[config.mk]
export PLATFORM = sky130hd
export DESIGN_NAME = cfg_start_seq
export DESIGN_NICKNAME = d
export VERILOG_FILES = /design/src/rtl/cfg_start_pkg.sv /design/src/rtl/cfg_sync2.sv /design/src/rtl/cfg_cycle_timer.sv /design/src/rtl/cfg_seq_fsm.sv /design/src/rtl/cfg_start_seq.sv
export SDC_FILE = /design/constraint.sdc
export NUM_CORES = 1
export LEC_CHECK = 0
export ABC_AREA = 1
export BUFFER_PORTS_ARGS = -buffer_cell sky130_fd_sc_hd__buf_2
export CELL_PAD_IN_SITES_DETAIL_PLACEMENT = 2
export CELL_PAD_IN_SITES_GLOBAL_PLACEMENT = 2
export CORE_MARGIN = 2
export CORE_UTILIZATION = 33
export DETAILED_ROUTE_END_ITERATION = 6
export MAX_ROUTING_LAYER = met4
export PLACE_DENSITY_LB_ADDON = 0.08
export REMOVE_ABC_BUFFERS = 1
export SKIP_LAST_GASP = 1
export SLEW_MARGIN = 20
export SYNTH_ARGS = -nofsm -noshare
export SYNTH_HDL_FRONTEND = slang
export SYNTH_SLANG_ARGS = --single-unit
export TNS_END_PERCENT = 1
[constraint.sdc]
create_clock -name clk -period 2.22 [get_ports clk]
set_input_delay 0.222 -clock clk [delete_from_list [all_inputs] [get_ports clk]]
set_output_delay 0.222 -clock clk [all_outputs]
set_load 0.02 [all_outputs]
[src/rtl/cfg_start_pkg.sv]
`timescale 1ns/1ps
package cfg_start_pkg;

    localparam int MODE_W = 3;

    typedef enum logic [2:0] {
        ST_POR,
        ST_CLR_GO,
        ST_CLR_WAIT,
        ST_INIT_WAIT,
        ST_SETTLE,
        ST_START,
        ST_RUN
    } seq_state_t;

    typedef struct packed {
        logic [MODE_W-1:0] pins;
        logic              master;
    } mode_cap_t;

    function automatic logic is_master_mode(input logic [MODE_W-1:0] m);
        return (m[1:0] == 2'b00);
    endfunction

    function automatic logic state_pulls_init(input seq_state_t s);
        return (s == ST_POR) || (s == ST_CLR_GO) || (s == ST_CLR_WAIT);
    endfunction

    function automatic int max3(input int a, input int b, input int c);
        int r;
        r = (a > b) ? a : b;
        return (r > c) ? r : c;
    endfunction

endpackage

[src/rtl/cfg_sync2.sv]
`timescale 1ns/1ps
module cfg_sync2 #(
    parameter int             W       = 1,
    parameter logic [W-1:0]   RST_VAL = '0
) (
    input  logic         clk,
    input  logic         rst,
    input  logic [W-1:0] d,
    output logic [W-1:0] q
);
    for (genvar i = 0; i < W; i++) begin : g_bit
        logic s1, s2;
        always_ff @(posedge clk) begin
            if (rst) begin
                s1 <= RST_VAL[i];
                s2 <= RST_VAL[i];
            end else begin
                s1 <= d[i];
                s2 <= s1;
            end
        end
        assign q[i] = s2;
    end
endmodule

[src/rtl/cfg_cycle_timer.sv]
`timescale 1ns/1ps
module cfg_cycle_timer #(
    parameter int TW = 8
) (
    input  logic          clk,
    input  logic          rst,
    input  logic          run,
    input  logic [TW-1:0] limit,
    output logic          hit
);
    logic [TW-1:0] cnt;

    always_ff @(posedge clk) begin
        if (rst || !run) cnt <= '0;
        else             cnt <= cnt + 1'b1;
    end

    assign hit = run && (cnt == (limit - TW'(1)));
endmodule

[src/rtl/cfg_seq_fsm.sv]
`timescale 1ns/1ps
module cfg_seq_fsm
    import cfg_start_pkg::*;
(
    input  logic              clk,
    input  logic              rst,
    input  logic              prog_low,
    input  logic              init_high,
    input  logic              clr_done,
    input  logic              tmr_hit,
    input  logic [MODE_W-1:0] mode_pins,
    output seq_state_t        state,
    output logic              clr_start,
    output logic              start_cfg,
    output logic              init_drive_low,
    output logic              tmr_run,
    output mode_cap_t         mode_q
);
    seq_state_t nxt;
    logic       dirty;

    always_comb begin
        nxt = state;
        case (state)
            ST_POR:       if (tmr_hit) nxt = ST_CLR_GO;
            ST_CLR_GO:    nxt = ST_CLR_WAIT;
            ST_CLR_WAIT:  if (clr_done) nxt = (dirty || prog_low) ? ST_CLR_GO : ST_INIT_WAIT;
            ST_INIT_WAIT: begin
                if (prog_low)       nxt = ST_CLR_GO;
                else if (init_high) nxt = is_master_mode(mode_pins) ? ST_SETTLE : ST_START;
            end
            ST_SETTLE: begin
                if (prog_low)     nxt = ST_CLR_GO;
                else if (tmr_hit) nxt = ST_START;
            end
            ST_START:     nxt = prog_low ? ST_CLR_GO : ST_RUN;
            ST_RUN:       if (prog_low) nxt = ST_CLR_GO;
            default:      nxt = ST_POR;
        endcase
    end

    always_ff @(posedge clk) begin
        if (rst) begin
            state  <= ST_POR;
            dirty  <= 1'b0;
            mode_q <= '0;
        end else begin
            state <= nxt;
            if (state == ST_CLR_GO)
                dirty <= prog_low;
            else if (state == ST_CLR_WAIT && prog_low)
                dirty <= 1'b1;
            if (state == ST_INIT_WAIT && !prog_low && init_high) begin
                mode_q.pins   <= mode_pins;
                mode_q.master <= is_master_mode(mode_pins);
            end
        end
    end

    assign clr_start      = (state == ST_CLR_GO);
    assign start_cfg      = (state == ST_START);
    assign init_drive_low = state_pulls_init(state) || prog_low;
    assign tmr_run        = (state == ST_POR) || (state == ST_SETTLE);
endmodule

[src/rtl/cfg_start_seq.sv]
`timescale 1ns/1ps
module cfg_start_seq
    import cfg_start_pkg::*;
#(
    parameter int POR_SHORT_CYC   = 500000,
    parameter int POR_LONG_CYC    = 2000000,
    parameter int MASTER_WAIT_CYC = 12500
) (
    input  logic              clk,
    input  logic              rst,
    input  logic              prog_n,
    input  logic              init_in,
    input  logic [MODE_W-1:0] mode_pins,
    input  logic              clr_done,
    output logic              init_drive_low,
    output logic              clr_start,
    output logic              start_cfg,
    output logic [MODE_W-1:0] cfg_mode,
    output logic              cfg_master
);
    localparam int TMAX = max3(POR_SHORT_CYC, POR_LONG_CYC, MASTER_WAIT_CYC);
    localparam int TW   = $clog2(TMAX + 1);

    logic [1:0]    sync_q;
    logic          prog_low, init_high;
    logic          tmr_run, tmr_hit;
    logic [TW-1:0] tmr_limit;
    seq_state_t    state;
    mode_cap_t     mode_q;

    cfg_sync2 #(.W(2), .RST_VAL(2'b10)) u_sync (
        .clk (clk),
        .rst (rst),
        .d   ({prog_n, init_in}),
        .q   (sync_q)
    );

    assign prog_low  = !sync_q[1];
    assign init_high = sync_q[0];

    always_comb begin
        if (state == ST_SETTLE)  tmr_limit = TW'(MASTER_WAIT_CYC);
        else if (mode_pins[0])   tmr_limit = TW'(POR_SHORT_CYC);
        else                     tmr_limit = TW'(POR_LONG_CYC);
    end

    cfg_cycle_timer #(.TW(TW)) u_timer (
        .clk   (clk),
        .rst   (rst),
        .run   (tmr_run),
        .limit (tmr_limit),
        .hit   (tmr_hit)
    );

    cfg_seq_fsm u_fsm (
        .clk            (clk),
        .rst            (rst),
        .prog_low       (prog_low),
        .init_high      (init_high),
        .clr_done       (clr_done),
        .tmr_hit        (tmr_hit),
        .mode_pins      (mode_pins),
        .state          (state),
        .clr_start      (clr_start),
        .start_cfg      (start_cfg),
        .init_drive_low (init_drive_low),
        .tmr_run        (tmr_run),
        .mode_q         (mode_q)
    );

    assign cfg_mode   = mode_q.pins;
    assign cfg_master = mode_q.master;
endmodule

* Word-level counts from Yosys, hierarchy flattened
Index checks and enable logic that the tools add are counted.
Word-level totals: input port bits 8, word-level logic and storage cells 54, output and inout bits 7, register bits after elaboration 33
Operators by class: add/sub/neg operators 2, equality and inequality tests 12, reductions and logical operators 16, multiplexer cells 15
Operator list (count):
- $mux 21 | 2
- $mux 3 | 8
- $add 21x1->21 const B | 1
- $eq 21x21->1 | 1
- $pmux 3 s7 | 1
- $sub 21x1->21 const B | 1
- $eq 3x3->1 const B | 3
- $eq 3x2->1 const B | 2
- $logic_or 1x1->1 | 6
- $ne 2x2->1 const B | 3
- $ne 3x3->1 const B | 2
- $reduce_and 5->1 | 1
- $logic_and 1x1->1 | 4
- $eq 3x1->1 const B | 1
- $logic_not 3->1 | 1
- $mux 1 | 3
- $logic_not 1->1 | 2
- $logic_not 2->1 | 1
- $mux 2 | 1
- $reduce_bool 2->1 | 1

* Depth between registers and ports, before layout
Gate-level depths: netlist of run 1.
depth after elaboration 8, gate-level depth with buffers 19, depth with buffers taken out 18

* Hierarchy
From an unflattened synthesis of run 1, not the netlist that was laid out.
Second synthesis, totals: cells, all modules 432, area, all modules 2560.0 µm²
Modules (own cells, without submodules):
- cfg_cycle_timer | area each 1938.1 µm², seq. area each 420.4 µm², instances 1, cells each 334
- cfg_seq_fsm | area each 447.9 µm², seq. area each 160.2 µm², instances 1, cells each 73
- cfg_sync2 | area each 128.9 µm², seq. area each 80.1 µm², instances 1, cells each 15
- cfg_start_seq | area each 45.0 µm², seq. area each 0.0 µm², instances 1, cells each 10

* Worst setup path before layout of run 1
No wires, ideal clock.
path type reg-to-reg, from register u_fsm.state[1], to register u_fsm.state[2], library setup time 0.113 ns, buffers on the path 1, data arrival time 1.691 ns, stages on the path, launching flop included 19, path slack 0.416 ns, clock period less this slack 1.804 ns, required time 2.107 ns, cell sequence dfxtp_1 > buf_6 > nor2_4 > nand2_2 > nand2_1 > inv_1 > ha_1 > inv_1 > nand2_1 > nand2_1 > nand2_1 > nor2_1 > nand3_1 > nor2_1 > nand2_1 > nand2_2 > nand2_2 > nor2_1 > nor2_1
On the way: longest elaborated chain between the ends 7, elaborated cells between the ends (all ways) 19, those cells by class 1 x add/sub; 12 x eq/ne; 2 x mux; 4 x reduce/logical
Ends and longest elaborated chain:
- start, declared | RTL line cfg_seq_fsm.sv:12 | output seq_state_t state,
- start signal, assigned | RTL line cfg_seq_fsm.sv:48 | state <= nxt;
- $eq 3x3->1 | RTL line cfg_seq_fsm.sv:24, cfg_seq_fsm.sv:63, cfg_start_seq.sv:42
- $mux 21 | RTL line cfg_start_seq.sv:42 | if (state == ST_SETTLE) tmr_limit = TW'(MASTER_WAIT_CYC);
- $sub 21x1->21 | RTL line cfg_cycle_timer.sv:18 | assign hit = run && (cnt == (limit - TW'(1)));
- $eq 21x21->1 | RTL line cfg_cycle_timer.sv:18
- $logic_and 1x1->1 | RTL line cfg_cycle_timer.sv:18
- $ne 3x3->1 (no line) / $ne 2x2->1 (equally long branches)
- $reduce_and 5->1 (no line)
Parallel ways exist; a longest one is shown, timed or not. A chain may end at the register's enable or synchronous reset.

* Worst setup path in the final report of run 1
Same ends and word-level chain as after synthesis.

==> results_dict.tcl, run 1 <==
set metrics [dict create \
    status "finished clean" \
    setup_slack_ns 0.183 \
    grt_overflow 0 \
    drtPass1Iterations 4 \
    relSlewSlack_pct 66.4 \
    yosys_warnings 0 \
    layout.nets 287 \
    clkTransAtPathRegs_ns 0.07 \
    setup_tns_ns 0 \
    core_sq_mm 0.00520 \
    grt_pass1_wl_microns 8650 \
    synth-seq-area-share_pct 36.5 \
    grt_max_degree 14 \
    holdBufCountCts 0 \
    multi_input_area_sq_um 982 \
    fp-row-count 26 \
    power_density_mw_per_mm2 548 \
    ys_ff_latch 33 \
    synthCells 258 \
    detail_route.iter0.violations 54 \
    timing.hold.ws_ns 0.114 \
    final_common_cell "nand2_1" \
    design_area_sq_mm 0.00205 \
    reg2reg_slack_ns 0.18 \
    io_buffers 14 \
    seq_area_sq_um 666 \
    cts_setup_buffers 0 \
    netlist_top_cells_area "dfxtp_1 (37%), nand2_1 (12%), inv_1 (6.9%), nor2_1 (5.6%), a21oi_1 (4.7%)" \
    remaining_drc_errors 0 \
    antenna_left 0 \
    fp.dieW_microns 78.0 \
    ios 15 \
    vias 1720 \
    finClkSkew_ns 0.00406 \
    cp-end-kind "register" \
    cts_resized 0 \
    initial_utilization_pct 34.7 \
    synth.top_cell.area_share_pct 36.5 \
    r2r-end "u_fsm.state[2]$_SDFFE_PP0P_" \
    grt_pass1_vias 1753 \
    dpl-instance-area_sq_mm 0.00195 \
    final_hold_viol_count 0 \
    htree_levels 2 \
    ys_types 36 \
    gp_congestion 0.790 \
    reg2reg_from "u_fsm.state[1]$_SDFFE_PP0P_" \
    grt_antenna_before_repair 0 \
    syn_avg_cell_area_sq_um 7.01 \
    maxCapViolations 0 \
    numCtsBuffers 5 \
    setup_violations 0 \
    worst_pin_slew_ns 0.504 \
    final-max-slew-violation-count 0 \
    routedWlPerCell_microns 14.9 \
    cts.sinks 33 \
    cp-startpoint "u_fsm.state[1]$_SDFFE_PP0P_" \
    fmax_mhz 491 \
    mostFrequentLayoutCells "nand2_1 (55), inv_1 (33), dfxtp_1 (31), nor2_1 (27), nand3_1 (17)" \
    fin_crit_ns 2.04 \
    syn_to_final_growth_pct 13.6 \
    cts_tree "yes" \
    path_class "register to register" \
    endpoint "u_fsm.state[2]$_SDFFE_PP0P_" \
    wl_microns 5150 \
    hpwl_microns 3950 \
    drive_gt1_share_pct 21.7 \
    die_y_microns 78.0 \
    rsz0062_at_grt "true" \
    clock-root-buffer "clkbuf_8" \
    nFillCells 649 \
    grtUsageTotal_pct 18.8 \
    num_antenna_cells 0 \
    p_leak_nw 0.845 \
    hold_class "input pin to register" \
    crit_path_start_kind "register" \
    cp.required_ns 2.45 \
    fin_crit_sh_pct 91.8 \
    fin_util_pct 39.4 \
    critPathMaxFanout 8 \
    netlist.top_cell.by_area "dfxtp_1" \
    min_delay_path_depth 2 \
    dieArea_sq_mm 0.00609 \
    dp_slack_ns 0.210 \
    worst_ir_drop_vdd_uv 294 \
    vias_per_cell 4.96 \
    worstPathArrival_ns 2.26 \
    cts_buffer_depth 2 \
    r2r_cells 18 \
    syn_area_sq_mm 0.00181 \
    clk_latency_ns 0.28 \
]
layout make-up:
| class | instances | share of cell area, % |
|---|---|---|
| clock buffers | 7 | 4.20 |
| inverters | 37 | 6.76 |
| multi-input cells | 183 | 47.8 |
| flip-flops and latches | 33 | 32.4 |
| well taps | 70 | 4.27 |
| repair buffers | 17 | 4.51 |
logic make-up (layout without fill, tap and decap cells):
| group | Yosys count | in the layout | synth area share [%] |
|---|---|---|---|
| buffers and inverters | 42 | 61 | 9.62 |
| DFF | 33 | 33 | 36.5 |
| xor gates and xnor gates | 4 | 4 | 1.94 |
| adders and majority gates | 2 | 2 | 1.38 |
| AOI/OAI and AO/OA | 37 | 37 | 11.9 |
| and+or+nand+nor | 140 | 140 | 38.6 |
per-layer routing:
metal	global-route usage (%)	vias to the layer above	routed length, microns
li1	-	865	-
met1	25.0	834	2600
met2	29.0	12	2390
met3	3.56	9	94
met4	5.96	0	71
met5	-	-	0
sequential cells by signal, indices dropped and copies added (netlist names):
signal           flops
u_sync.g_bit.s1      2
u_fsm.dirty          1
u_fsm.mode_q         4
u_timer.cnt         21
u_fsm.state          3
u_sync.g_bit.s2      2
report_power, final:
part / internal (mW) / total, mW / switching (mW)
registers: 0.599 / 0.606 / 0.00648
logic: 0.0205 / 0.0569 / 0.0364
clock network: 0.246 / 0.463 / 0.217
cells in the mapped netlist:
| cell | instances |
|---|---|
| a211oi_1 | 1 |
| a21oi_1 | 17 |
| a31oi_1 | 2 |
| and3_1 | 1 |
| buf_2 | 1 |
| buf_6 | 2 |
| clkbuf_1 | 2 |
| clkinv_1 | 1 |
| dfxtp_1 | 33 |
| ha_1 | 2 |
| inv_1 | 33 |
| inv_2 | 3 |
| nand2_1 | 57 |
| nand2_2 | 10 |
| nand3_1 | 17 |
| nand3_2 | 1 |
| nand3b_1 | 1 |
| nand4_1 | 3 |
| nor2_1 | 27 |
| nor2_2 | 1 |
| nor2_4 | 7 |
| nor3_1 | 4 |
| nor3_2 | 3 |
| nor3b_1 | 1 |
| nor4_1 | 1 |
| nor4_2 | 1 |
| o2111ai_1 | 1 |
| o211ai_1 | 1 |
| o21a_1 | 3 |
| o21ai_0 | 9 |
| o21ai_2 | 1 |
| o221ai_1 | 1 |
| o32ai_1 | 1 |
| or2_2 | 5 |
| xnor2_1 | 3 |
| xor2_1 | 1 |
critical path: stages, from the launching register on:
cell and delay [ns]:
dfxtp_4 0.38, nor2_4 0.11, nand2_2 0.10, nand2_2 0.10, inv_1 0.05, ha_1 0.30, inv_1 0.06, nand2_1 0.06
nand2_1 0.09, nand2_1 0.06, nor2_1 0.10, nand3_1 0.09, nor2_1 0.09, nand2_1 0.07, nand2_2 0.09, nand2_2 0.06
nand2_1 0.06, nand2_1 0.05, nor2_1 0.08
worst min-delay path by stage:
stage | from | endpoint | slack [ns]
2_1_floorplan | rst | u_fsm.dirty$_SDFFE_PP0P_ | 0.29
3_3_place_gp | u_sync.g_bit[1].s1$_SDFF_PP1_ | u_sync.g_bit[1].s2$_SDFF_PP1_ | 0.39
3_5_place_dp | u_sync.g_bit[1].s1$_SDFF_PP1_ | u_sync.g_bit[1].s2$_SDFF_PP1_ | 0.40
4_1_cts | prog_n | u_sync.g_bit[1].s1$_SDFF_PP1_ | 0.11
5_1_grt | prog_n | u_sync.g_bit[1].s1$_SDFF_PP1_ | 0.12
6_report | prog_n | u_sync.g_bit[1].s1$_SDFF_PP1_ | 0.11
stage by stage:
step	power, mW	std cells
2_1_floorplan	0.651	253
3_3_place_gp	0.675	340
3_5_place_dp	0.677	340
4_1_cts	1.14	347
5_1_grt	1.18	347
6_report	1.12	347
No activity file was read; power rests on OpenSTA's default activity.
==> run 2, diff against run 1 <==
- BUFFER_PORTS_ARGS: -buffer_cell sky130_fd_sc_hd__buf_2 -> -buffer_cell sky130_fd_sc_hd__clkbuf_2
- CORE_UTILIZATION: 33 -> 30
- HOLD_SLACK_MARGIN: unset -> 0.12
- clock period: 2.22 -> 1.8 ns (I/O delays scaled with it)
==> run 2 against run 1 <==
Compared with the run above:
- setup slack worse by 0.19 ns
- fmax rose by 13%
- the run now ends with negative setup slack left
- global-route usage grew 0.14 points
- final cell count is 7.5% higher
- critical path type unchanged
- worst hold slack improved by 0.046 ns
- utilization is 1.2 points lower
- sequential share of layout area decreased by 3.0 points
==> results_dict.tcl, run 2 (synthesis gave the netlist of run 1 again) <==
set metrics [dict create \
    routedWlPerCell_microns 15.0 \
    grt_pass1_wl_microns 9250 \
    hold_class "input pin to register" \
    setup_violations 1 \
    antenna_left 0 \
    top_register "u_timer.cnt" \
    dieArea_sq_mm 0.00666 \
    fp-row-count 28 \
    setup_slack_ns -0.00548 \
    cp.required_ns 2.03 \
    r2r-end "u_fsm.state[1]$_SDFFE_PP0P_" \
    layout.nets 307 \
    fmax_mhz 554 \
    path_class "register to register" \
    cts_tree "yes" \
    cts.sinks 33 \
    fp.dieW_microns 81.6 \
    numCtsBuffers 5 \
    final-max-slew-violation-count 0 \
    final_common_cell "nand2_1" \
    fin_crit_sh_pct 100 \
    crit_path_start_kind "register" \
    clock-root-buffer "clkbuf_8" \
    mostFrequentLayoutCells "nand2_1 (51), dfxtp_1 (31), inv_1 (30), nor2_1 (26), buf_4 (21)" \
    num_antenna_cells 0 \
    die_y_microns 81.6 \
    min_delay_path_depth 3 \
    maxCapViolations 0 \
    p_leak_nw 0.929 \
    worstHoldStart "mode_pins[2]" \
    min_to "u_fsm.mode_q[3]$_SDFFE_PP0P_" \
    top_regs "u_timer.cnt x21, u_fsm.mode_q x4, u_fsm.state x3" \
    final_hold_viol_count 0 \
    htree_levels 2 \
    cts_buffer_depth 2 \
    cp-end-kind "register" \
    clk_latency_ns 0.29 \
    fin_crit_ns 1.81 \
    initial_utilization_pct 30.7 \
    worstPathArrival_ns 2.04 \
    finClkSkew_ns 0.00468 \
    crit_slowest_cell "dfxtp_2" \
    remaining_drc_errors 0 \
    rsz0062_at_grt "true" \
    violations "negative setup slack" \
    wl_microns 5600 \
    core_sq_mm 0.00589 \
    critPathMaxFanout 3 \
    ios 15 \
    grt_max_degree 13 \
    fin_util_pct 38.2 \
    relSlewSlack_pct 79.1 \
    status "finished with violations" \
    grt_pass1_vias 1875 \
    clkTransAtPathRegs_ns 0.08 \
    hpwl_microns 4290 \
    drtPass1Iterations 4 \
    power_density_mw_per_mm2 632 \
    r2r_cells 16 \
    vias 1800 \
    grt_overflow 0 \
    drive_gt1_share_pct 29.5 \
    largest_reg_flops 21 \
    reg2reg_from "u_fsm.state[0]$_SDFFE_PP0P_" \
    worst_ir_drop_vdd_uv 353 \
    detail_route.iter0.violations 44 \
    reg2reg_slack_ns -0.005 \
    dp_slack_ns -0.125 \
    syn_to_final_growth_pct 24.5 \
    cp_slowest_stage_delay_ns 0.34 \
    crit_chain "nor2_4, nand2_4, nand2_2, inv_2, ha_4, nand2_1, nand2_2, nand2_1, nor2_1, nand3_1, nor2_1, nand2_1, nand2_2, buf_4, o211ai_1, inv_1" \
    grt_antenna_before_repair 0 \
    gp_congestion 0.779 \
    io_buffers 14 \
    worst_pin_slew_ns 0.310 \
    vias_per_cell 4.83 \
    grtUsageTotal_pct 18.9 \
]
-- run 2: stage by stage --
step	TNS, ns	instance area, sq um	power (mW)	hold WS [ns]	cells
3_5_place_dp	-0.233	2060	0.852	0.369	359
4_1_cts	-0.0399	2220	1.44	0.152	371
6_report	-0.00548	2250	1.42	0.161	373
2_1_floorplan	-0.212	1770	0.803	0.249	253
5_1_grt	-0.504	2250	1.48	0.165	373
3_3_place_gp	0	2060	0.846	0.363	359
-- run 2: report_power, final --
part	switching, mW	internal [mW]	leakage, nW	total [mW]
sequential	0.00780	0.740	0.268	0.748
combinational	0.0549	0.0428	0.624	0.0977
clock	0.306	0.271	0.0364	0.577
total	0.369	1.05	0.929	1.42
-- run 2: layout make-up --
| cell class | instances | area, sq um |
|---|---|---|
| fill | 729 | 3630 |
| multi-input combinational | 183 | 1010 |
| sequential | 33 | 663 |
| timing repair buffer | 37 | 248 |
| inverter | 37 | 141 |
| tap | 75 | 93.8 |
| clock buffer | 5 | 68.8 |
| clock inverter | 3 | 22.5 |
-- run 2: layer usage --
layer / vias to the layer above / routed length [microns] / track usage [%]
met5: - / 0 / -
met4: 0 / 61 / 4.50
met3: 6 / 138 / 3.63
met2: 14 / 2710 / 32.0
met1: 876 / 2690 / 23.3
li1: 904 / - / -
-- run 2: how the worst max path moves through the flow --
stage	startpoint	endpoint	slack (ns)	cells past startpoint
2_1_floorplan	u_fsm.state[2]$_SDFFE_PP0P_	u_fsm.state[2]$_SDFFE_PP0P_	-0.12	16
3_5_place_dp	u_fsm.state[0]$_SDFFE_PP0P_	u_fsm.state[2]$_SDFFE_PP0P_	-0.13	17
4_1_cts	u_fsm.state[1]$_SDFFE_PP0P_	u_fsm.state[2]$_SDFFE_PP0P_	-0.04	18
6_report	u_fsm.state[0]$_SDFFE_PP0P_	u_fsm.state[1]$_SDFFE_PP0P_	-0.005	16
5_1_grt	u_fsm.state[0]$_SDFFE_PP0P_	u_fsm.state[2]$_SDFFE_PP0P_	-0.18	18
3_3_place_gp	u_fsm.state[0]$_SDFFE_PP0P_	u_fsm.state[2]$_SDFFE_PP0P_	0.004	17
-- run 2: what timing repair did --
action                                  4_1_cts  5_1_grt
setup buffers                                 2        2
hold buffers                                  2        0
pin swaps                                    10        9
hold endpoints to repair                      2        0
endpoints found under the setup margin        3        4
gates resized for setup                       8        8
-- run 2: worst max-delay path: cells and delay by family, from the launching register on --
kind | cells | cell delay, ns
buffers and inverters | 3 | 0.24
AO/OA/AOI/OAI | 1 | 0.09
AND/OR/NAND/NOR | 11 | 0.82
adder cells (fa/ha/maj) | 1 | 0.26
flip-flops | 1 | 0.34
